===== config.mk =====
export PLATFORM = sky130hd
export DESIGN_NAME = uart_irq_unit
export DESIGN_NICKNAME = d
export VERILOG_FILES = /design/src/rtl/uisr_pkg.sv /design/src/rtl/uisr_thresh_cmp.sv /design/src/rtl/uisr_event_fsm.sv /design/src/rtl/uisr_regfile.sv /design/src/rtl/uart_irq_unit.sv
export SDC_FILE = /design/constraint.sdc
export NUM_CORES = 1
export LEC_CHECK = 0
export BUFFER_PORTS_ARGS = -buffer_cell sky130_fd_sc_hd__buf_2
export CAP_MARGIN = 20
export CORE_MARGIN = 2
export CORE_UTILIZATION = 29
export CTS_BUF_LIST = sky130_fd_sc_hd__clkbuf_4 sky130_fd_sc_hd__clkbuf_8
export DETAILED_ROUTE_END_ITERATION = 7
export GPL_TIMING_DRIVEN = 0
export SLEW_MARGIN = 30
export SYNTH_ARGS = -nofsm -noshare
export SYNTH_HDL_FRONTEND = slang
export SYNTH_SLANG_ARGS = --single-unit

===== constraint.sdc =====
create_clock -name clk -period 1.8 [get_ports clk]
set_clock_uncertainty 0.1 [all_clocks]
set_input_delay 0.36 -clock clk [delete_from_list [all_inputs] [get_ports clk]]
set_output_delay 0.36 -clock clk [all_outputs]
set_load 0.01 [all_outputs]

===== src/rtl/uisr_pkg.sv =====
package uisr_pkg;

    localparam int unsigned ADDR_W = 8;
    localparam int unsigned DATA_W = 32;
    localparam int unsigned SRC_N  = 3;

    localparam logic [ADDR_W-1:0] OFF_RAW  = 8'h04;
    localparam logic [ADDR_W-1:0] OFF_STAT = 8'h08;
    localparam logic [ADDR_W-1:0] OFF_ENA  = 8'h0C;
    localparam logic [ADDR_W-1:0] OFF_CLR  = 8'h10;
    localparam logic [ADDR_W-1:0] OFF_CNT  = 8'h1C;
    localparam logic [ADDR_W-1:0] OFF_THR  = 8'h24;

    typedef enum logic {
        EV_IDLE    = 1'b0,
        EV_PENDING = 1'b1
    } ev_state_e;

    typedef enum logic {
        CMP_AT_OR_ABOVE = 1'b0,
        CMP_AT_OR_BELOW = 1'b1
    } cmp_kind_e;

    // source index -> register bit: 0 receive level, 1 transmit level, 2 break
    function automatic int unsigned src_pos(input int unsigned idx);
        case (idx)
            0:       return 0;
            1:       return 1;
            default: return 7;
        endcase
    endfunction

    function automatic logic [DATA_W-1:0] src_mask();
        logic [DATA_W-1:0] m;
        m = '0;
        for (int unsigned i = 0; i < SRC_N; i++) begin
            m[src_pos(i)] = 1'b1;
        end
        return m;
    endfunction

endpackage


===== src/rtl/uisr_thresh_cmp.sv =====
module uisr_thresh_cmp
    import uisr_pkg::*;
#(
    parameter int unsigned CNT_W = 8,
    parameter cmp_kind_e   KIND  = CMP_AT_OR_ABOVE
) (
    input  logic [CNT_W-1:0] level_i,
    input  logic [CNT_W-1:0] thresh_i,
    output logic             hit_o
);

    generate
        if (KIND == CMP_AT_OR_ABOVE) begin : g_ge
            always_comb hit_o = (level_i >= thresh_i);
        end else begin : g_le
            always_comb hit_o = (level_i <= thresh_i);
        end
    endgenerate

endmodule


===== src/rtl/uisr_event_fsm.sv =====
module uisr_event_fsm
    import uisr_pkg::*;
(
    input  logic clk,
    input  logic rst_n,
    input  logic set_i,
    input  logic clr_i,
    output logic pend_o
);

    ev_state_e state_q;
    ev_state_e state_d;

    always_comb begin
        state_d = state_q;
        unique case (state_q)
            EV_IDLE: begin
                if (set_i) state_d = EV_PENDING;
            end
            EV_PENDING: begin
                if (clr_i && !set_i) state_d = EV_IDLE;
            end
            default: state_d = EV_IDLE;
        endcase
    end

    always_ff @(posedge clk) begin
        if (!rst_n) state_q <= EV_IDLE;
        else        state_q <= state_d;
    end

    always_comb begin
        pend_o = (state_q == EV_PENDING);
    end

endmodule


===== src/rtl/uisr_regfile.sv =====
module uisr_regfile
    import uisr_pkg::*;
#(
    parameter int unsigned CNT_W = 8
) (
    input  logic              clk,
    input  logic              rst_n,
    input  logic              wr_en,
    input  logic              rd_en,
    input  logic [ADDR_W-1:0] addr,
    input  logic [DATA_W-1:0] wdata,
    input  logic [DATA_W-1:0] raw_word,
    input  logic [CNT_W-1:0]  rx_level,
    input  logic [CNT_W-1:0]  tx_level,
    output logic [DATA_W-1:0] rdata,
    output logic [DATA_W-1:0] en_word,
    output logic [DATA_W-1:0] clr_word,
    output logic [CNT_W-1:0]  rx_thr,
    output logic [CNT_W-1:0]  tx_thr
);

    localparam logic [DATA_W-1:0] MASK    = src_mask();
    localparam int unsigned       PAD_CNT = 16 - CNT_W;
    localparam int unsigned       PAD_THR = DATA_W - 2 * CNT_W;
    localparam int unsigned       TXT_LSB = CNT_W;

    logic [DATA_W-1:0] rd_word;
    logic              hit_ena;
    logic              hit_clr;
    logic              hit_thr;

    always_comb begin
        hit_ena = wr_en && (addr == OFF_ENA);
        hit_clr = wr_en && (addr == OFF_CLR);
        hit_thr = wr_en && (addr == OFF_THR);
    end

    always_ff @(posedge clk) begin
        if (!rst_n) begin
            en_word <= '0;
            rx_thr  <= CNT_W'(1);
            tx_thr  <= '0;
        end else begin
            if (hit_ena) en_word <= wdata & MASK;
            if (hit_thr) begin
                rx_thr <= wdata[CNT_W-1:0];
                tx_thr <= wdata[TXT_LSB +: CNT_W];
            end
        end
    end

    always_comb begin
        clr_word = hit_clr ? (wdata & MASK) : '0;
    end

    always_comb begin
        unique case (addr)
            OFF_RAW:  rd_word = raw_word;
            OFF_STAT: rd_word = raw_word & en_word;
            OFF_ENA:  rd_word = en_word;
            OFF_CNT:  rd_word = {{PAD_CNT{1'b0}}, tx_level, {PAD_CNT{1'b0}}, rx_level};
            OFF_THR:  rd_word = {{PAD_THR{1'b0}}, tx_thr, rx_thr};
            default:  rd_word = '0;
        endcase
    end

    always_ff @(posedge clk) begin
        if (!rst_n)     rdata <= '0;
        else if (rd_en) rdata <= rd_word;
    end

endmodule


===== src/rtl/uart_irq_unit.sv =====
module uart_irq_unit
    import uisr_pkg::*;
#(
    parameter int unsigned CNT_W = 8
) (
    input  logic              clk,
    input  logic              rst_n,
    input  logic              reg_wr,
    input  logic              reg_rd,
    input  logic [7:0]        reg_addr,
    input  logic [31:0]       reg_wdata,
    output logic [31:0]       reg_rdata,
    input  logic [CNT_W-1:0]  rx_level,
    input  logic [CNT_W-1:0]  tx_level,
    input  logic              brk_pulse,
    output logic              irq
);

    logic [DATA_W-1:0] raw_word;
    logic [DATA_W-1:0] en_word;
    logic [DATA_W-1:0] clr_word;
    logic [CNT_W-1:0]  rx_thr;
    logic [CNT_W-1:0]  tx_thr;
    logic              rx_hit;
    logic              tx_hit;
    logic [SRC_N-1:0]  set_src;
    logic [SRC_N-1:0]  clr_src;
    logic [SRC_N-1:0]  pend_src;

    uisr_regfile #(.CNT_W(CNT_W)) u_regs (
        .clk      (clk),
        .rst_n    (rst_n),
        .wr_en    (reg_wr),
        .rd_en    (reg_rd),
        .addr     (reg_addr),
        .wdata    (reg_wdata),
        .raw_word (raw_word),
        .rx_level (rx_level),
        .tx_level (tx_level),
        .rdata    (reg_rdata),
        .en_word  (en_word),
        .clr_word (clr_word),
        .rx_thr   (rx_thr),
        .tx_thr   (tx_thr)
    );

    uisr_thresh_cmp #(.CNT_W(CNT_W), .KIND(CMP_AT_OR_ABOVE)) u_rx_cmp (
        .level_i  (rx_level),
        .thresh_i (rx_thr),
        .hit_o    (rx_hit)
    );

    uisr_thresh_cmp #(.CNT_W(CNT_W), .KIND(CMP_AT_OR_BELOW)) u_tx_cmp (
        .level_i  (tx_level),
        .thresh_i (tx_thr),
        .hit_o    (tx_hit)
    );

    always_comb begin
        set_src = {brk_pulse, tx_hit, rx_hit};
        for (int unsigned i = 0; i < SRC_N; i++) begin
            clr_src[i] = clr_word[src_pos(i)];
        end
    end

    generate
        for (genvar g = 0; g < SRC_N; g++) begin : g_src
            uisr_event_fsm u_ev (
                .clk    (clk),
                .rst_n  (rst_n),
                .set_i  (set_src[g]),
                .clr_i  (clr_src[g]),
                .pend_o (pend_src[g])
            );
        end
    endgenerate

    always_comb begin
        raw_word = '0;
        for (int unsigned i = 0; i < SRC_N; i++) begin
            raw_word[src_pos(i)] = pend_src[i];
        end
    end

    always_comb begin
        irq = |(raw_word & en_word);
    end

endmodule


# == Word level (Yosys, flattened, before mapping) ==
# Cells that the tools add are included.
# word_totals
reg_bits,54
inputBits,61
output_inout_bits,33
word_cells,40
# classes
order_cmp,2
eq_ne,6
n_mux,11
bitwise,4
reduce_logical,10
# ops
cell,n
case mux 32 bit (5 select lines),1
OR reduction 32 bit,1
"equality test 8 x 4 -> 1 bit, second input constant",2
"equality test 8 x 5 -> 1 bit, second input constant",2
bitwise AND 8 bit,1
"equality test 8 x 3 -> 1 bit, second input constant",1
"equality test 8 x 6 -> 1 bit, second input constant",1
greater-or-equal comparator 8 bit,1
less-or-equal comparator 8 bit,1
2-to-1 mux 8 bit,1
logical AND 1 bit,6
2-to-1 mux 1 bit,6
case mux 1 bit (2 select lines),3
logical NOT 1 bit,3
NOT 1 bit,3

# == Logic depth before layout (Yosys ltp) ==
# logic_depth
depth_word,6
mapped_depth,8
depth_no_buf,7

# == Hierarchy ==
# Synthesis repeated with hierarchy kept, for this count alone.
# hier_totals
cells_unflattened,408
area_unflattened_um2,3443.3
# by_module_without_submodules
mod,n_inst,cells_each,area_each_um2,seq_area_each_um2
uisr_regfile,1,344,2907.8,1021.0
uisr_thresh_cmp (u_rx_cmp),1,25,197.7,0.0
uisr_thresh_cmp (u_tx_cmp),1,27,196.4,0.0
uisr_event_fsm,3,3,41.3,20.0
uart_irq_unit,1,3,17.5,0.0

# == Least setup slack after synthesis ==
# Ideal clock, no wire load.
# synth_path
kind,in2reg
startpoint,input tx_level[1]
endpoint,register g_src[1].u_ev.state_q
setup_ns,0.059
arrival_time_ns,1.493
required_ns,1.641
slack_ns,0.148
stages,6
path_buffers,0
cell_sequence,ha_1 nor2b_1 o211ai_1 a21oi_1 a2111oi_0 o31a_1
# synth_between
elab_chain_cells,5
word_cells_on_any_way,6
classes_between,order compare: 1; mux: 3; reduce/logical: 2
# synth_rtl
element,line,rtl
from (decl),uart_irq_unit.sv:14,"input logic [CNT_W-1:0] tx_level,"
less-or-equal comparator 8 bit (*),uisr_thresh_cmp.sv:16,always_comb hit_o = (level_i <= thresh_i);
logical NOT 1 bit,uisr_event_fsm.sv:21,if (clr_i && !set_i) state_d = EV_IDLE;
logical AND 1 bit,uisr_event_fsm.sv:21,
2-to-1 mux 1 bit,uisr_event_fsm.sv:21,
case mux 1 bit (2 select lines) (*),uisr_event_fsm.sv:16,unique case (state_q)
to (signal assigned),uisr_event_fsm.sv:29,else state_q <= state_d;
to (decl),uisr_event_fsm.sv:11,ev_state_e state_q;
# Mark *: on every way between the ends. The rest lies on a longest branch, timed or not.
# A chain may end at the register's enable or synchronous reset.

# == Worst setup path in the final report ==
# layout_path
startpoint,register u_regs.en_word[0]
endpoint,output irq
# layout_between
elab_chain_cells,2
# layout_rtl
element,line,rtl
from (decl),uisr_regfile.sv:16,"output logic [DATA_W-1:0] en_word,"
from (signal assigned),uisr_regfile.sv:44,if (hit_ena) en_word <= wdata & MASK;
bitwise AND 8 bit,uart_irq_unit.sv:86,irq = |(raw_word & en_word);
OR reduction 32 bit,uart_irq_unit.sv:86,
to (decl),uart_irq_unit.sv:16,output logic irq
# No other way between the ends.

==> reports/metrics.cfg <==
[outcome]
status = completed

[routing]
dr.first_iter.drc_count = 120
vias = 2349
via_per_inst = 4.76
detail_route.drc_violations = 0
wirelength_um = 7060
ant_nets = 0
wl_per_cell_um = 14.3
drt_first_pass_iters = 4

[final_layout]
nNetsFinal = 465
seq_area_sq_um = 922
area_growth_pct = 24.8
antenna_cells = 0
design_area_sq_um = 3130
fill_cells = 860
drive_gt1_frac = 0.278
multiInputGateArea_sq_um = 1390

[setup_path]
r2r_start = u_regs.rx_thr[5]$_SDFFE_PN0P_
start_kind = flip-flop
rrSetupSlack_ps = 140
path_class = flip-flop to primary output
crit_path_end_kind = primary output
crit_arrival_ps = 1240
cp-startpoint = u_regs.en_word[0]$_SDFFE_PN0P_
crit_path_max_fanout = 4
required_ps = 1340
reg2reg_depth = 7

[global_route]
grt_pass1_vias = 2362
grt-ovfl-total = 0
grt_pass1_wl_um = 11800
grt_max_degree = 14
grt_usage = 0.153
antenna_found_initial = 0

[timing]
worst_pin_slew_ps = 524
min_period_ps = 1700
rsz0062_at_grt = no
hold_viol = 0
setup_violations = 0
fin_crit_sh = 0.943
slew_headroom = 0.650
drv_slew = 0
tns_ps = 0
fmax_ghz = 0.589

[clock_network]
cts_root_buf = clkbuf_8
cts_inserted_buffers = 5
cts_tree = done
hold_buffers = 0
clk_latency_ps = 300
cts.path.max_buffers = 2
clk_pin_slew_ps = 90
htreeDepth = 2
numClockSinks = 46

[synthesis]
synth_compound_area_frac = 0.235
seq_area_frac_synth = 0.367
syn_area_per_cell_sq_um = 8.28
synth_top_family_by_area = compound AO/OA/AOI/OAI gates
synthMuxAreaShare = 0
ys_seq_elements = 46
netlist_area_sq_um = 2510
yosys.area_share.adder = 0.0798
yosysWarningCount = 0
synthesis.instances = 303
ys_types = 43
synth-xor-area-share = 0
synthSimpleGateAreaFrac = 0.224

[min_path]
min_from = brk_pulse
holdPathStages = 2
hold_path.class = primary input to flip-flop

[run]
drv_cap = 0

[pwr]
p_leak_nw = 1.29
power.total_w = 0.00196
power.density_nw_per_um2 = 625
ir_drop_uv = 364

[place]
gp_congestion = 0.837
port_buffers = 68
hpwl_um = 5450
placed_area_sq_um = 3010

[floorplanning]
row_count = 33
core_area_sq_um = 8300
die_y_um = 97.0
die_w_um = 97.0
die_area_sq_um = 9410
start_util = 0.302
io-pin-count = 94

-- state kept, by name, summed over array words and instances (netlist names) --
register / flops
g_src.u_ev.pend_o: 3
u_regs.en_word: 3
u_regs.tx_thr: 8
u_regs.rdata: 24
u_regs.rx_thr: 8
-- path summary, 6_finish.rpt --
| check | end |
|---|---|
| setup reg to reg | g_src[0].u_ev.pend_o$_SDFF_PN0_ |
| setup / recovery | irq |
| hold reg to reg | u_regs.rdata[17]$_SDFFE_PN0P_ |
| hold / removal | g_src[2].u_ev.pend_o$_SDFF_PN0_ |
-- cell usage after synthesis --
cell type | count | area [sq um]
nor4_4 | 1 | 21.3
nor2b_1 | 5 | 31.3
nand4_1 | 3 | 18.8
nor2_1 | 12 | 45.0
a211o_1 | 1 | 8.76
o31a_1 | 1 | 8.76
a21boi_0 | 25 | 188
and3_1 | 1 | 6.26
a21boi_2 | 9 | 101
a2111oi_0 | 1 | 8.76
nand2b_1 | 1 | 6.26
nand3b_1 | 1 | 7.51
nand2_1 | 58 | 218
nand3_1 | 22 | 110
a32oi_1 | 2 | 17.5
buf_2 | 2 | 10.0
a21o_1 | 2 | 15.0
o21ai_0 | 11 | 55.1
inv_1 | 21 | 78.8
dfxtp_1 | 46 | 921
a222oi_1 | 1 | 10.0
nor3_1 | 1 | 5.00
buf_1 | 1 | 3.75
nor3b_4 | 1 | 18.8
and4_1 | 2 | 17.5
and2_4 | 1 | 8.76
and3b_1 | 1 | 8.76
o21a_1 | 1 | 7.51
nor2b_4 | 1 | 13.8
o32ai_1 | 1 | 8.76
nor4_1 | 1 | 6.26
conb_1 | 1 | 3.75
ha_1 | 16 | 200
a21oi_1 | 12 | 60.1
a221oi_1 | 7 | 61.3
o211ai_1 | 1 | 7.51
buf_6 | 3 | 33.8
and2b_1 | 1 | 7.51
buf_4 | 9 | 67.6
and2_1 | 2 | 12.5
clkbuf_1 | 10 | 37.5
a21boi_1 | 3 | 22.5
o2111ai_1 | 1 | 8.76
-- worst max-delay path: stages, from the launching register on --
cell and delay, ps:
dfxtp_1 360, a222oi_1 360, inv_1 80, buf_2 140
-- placed cells by master, fill, tap and decap left out, drive strengths merged, types with 12 or more instances in the layout --
cell type / synthesis / layout
nor2: 12 / 12
clkbuf: 10 / 17
buf: 15 / 86
a21oi: 12 / 12
nand3: 22 / 22
ha: 16 / 16
inv: 21 / 21
a21boi: 37 / 37
dfxtp: 46 / 46
nand2: 58 / 58
-- per-layer routing --
layer / vias to the layer above / routed length (um) / GRT usage
li1: 1196 / - / -
met5: - / 0 / 0
met2: 71 / 3230 / 0.251
met3: 12 / 390 / 0.0354
met1: 1070 / 3350 / 0.204
met4: 0 / 93 / 0.0379
-- kinds of logic (layout without fill, tap and decap cells) --
logic type,count (synthesis),count (layout)
buffers and inverters,46,125
adder cells (fa/ha/maj),16,16
AO/OA/AOI/OAI,79,79
other,1,8
flip-flops,46,46
AND/OR/NAND/NOR,115,115
-- where the power goes --
part | leakage [nW] | total (W) | internal [W] | switching, W
logic | 0.870 | 0.000240 | 0.000108 | 0.000132
clock network | 0.0517 | 0.000681 | 0.000326 | 0.000356
registers | 0.373 | 0.00104 | 0.00103 | 0.00000830
-- stage by stage --
stage | hold WS, ps | utilization | instances | worst slack, ps
3_3_place_gp | 353 | 0.362 | 483 | -149
6_report | 162 | 0.377 | 494 | 102
2_1_floorplan | 356 | - | 310 | 148
5_1_grt | 168 | 0.377 | 494 | 26.1
4_1_cts | 165 | 0.374 | 491 | 19.7
3_5_place_dp | 357 | 0.362 | 483 | -210
-- area by class of cell --
type,instances,area share
Multi-Input combinational cell,218,0.443
Sequential cell,46,0.294
Timing Repair Buffer,71,0.116
Buffer,25,0.0487
Tap cell,105,0.0419
Clock buffer,7,0.0288
Inverter,21,0.0252
Clock inverter,1,0.00160
-- repair_timing --
action,CTS,global route
pin swaps,0,1
gates resized for setup,2,1
buffers inserted,0,3
gates cloned,0,0
endpoints found under the hold margin,0,0
setup endpoints to repair,1,3
Note: power is estimated with default switching activity, not from simulation.
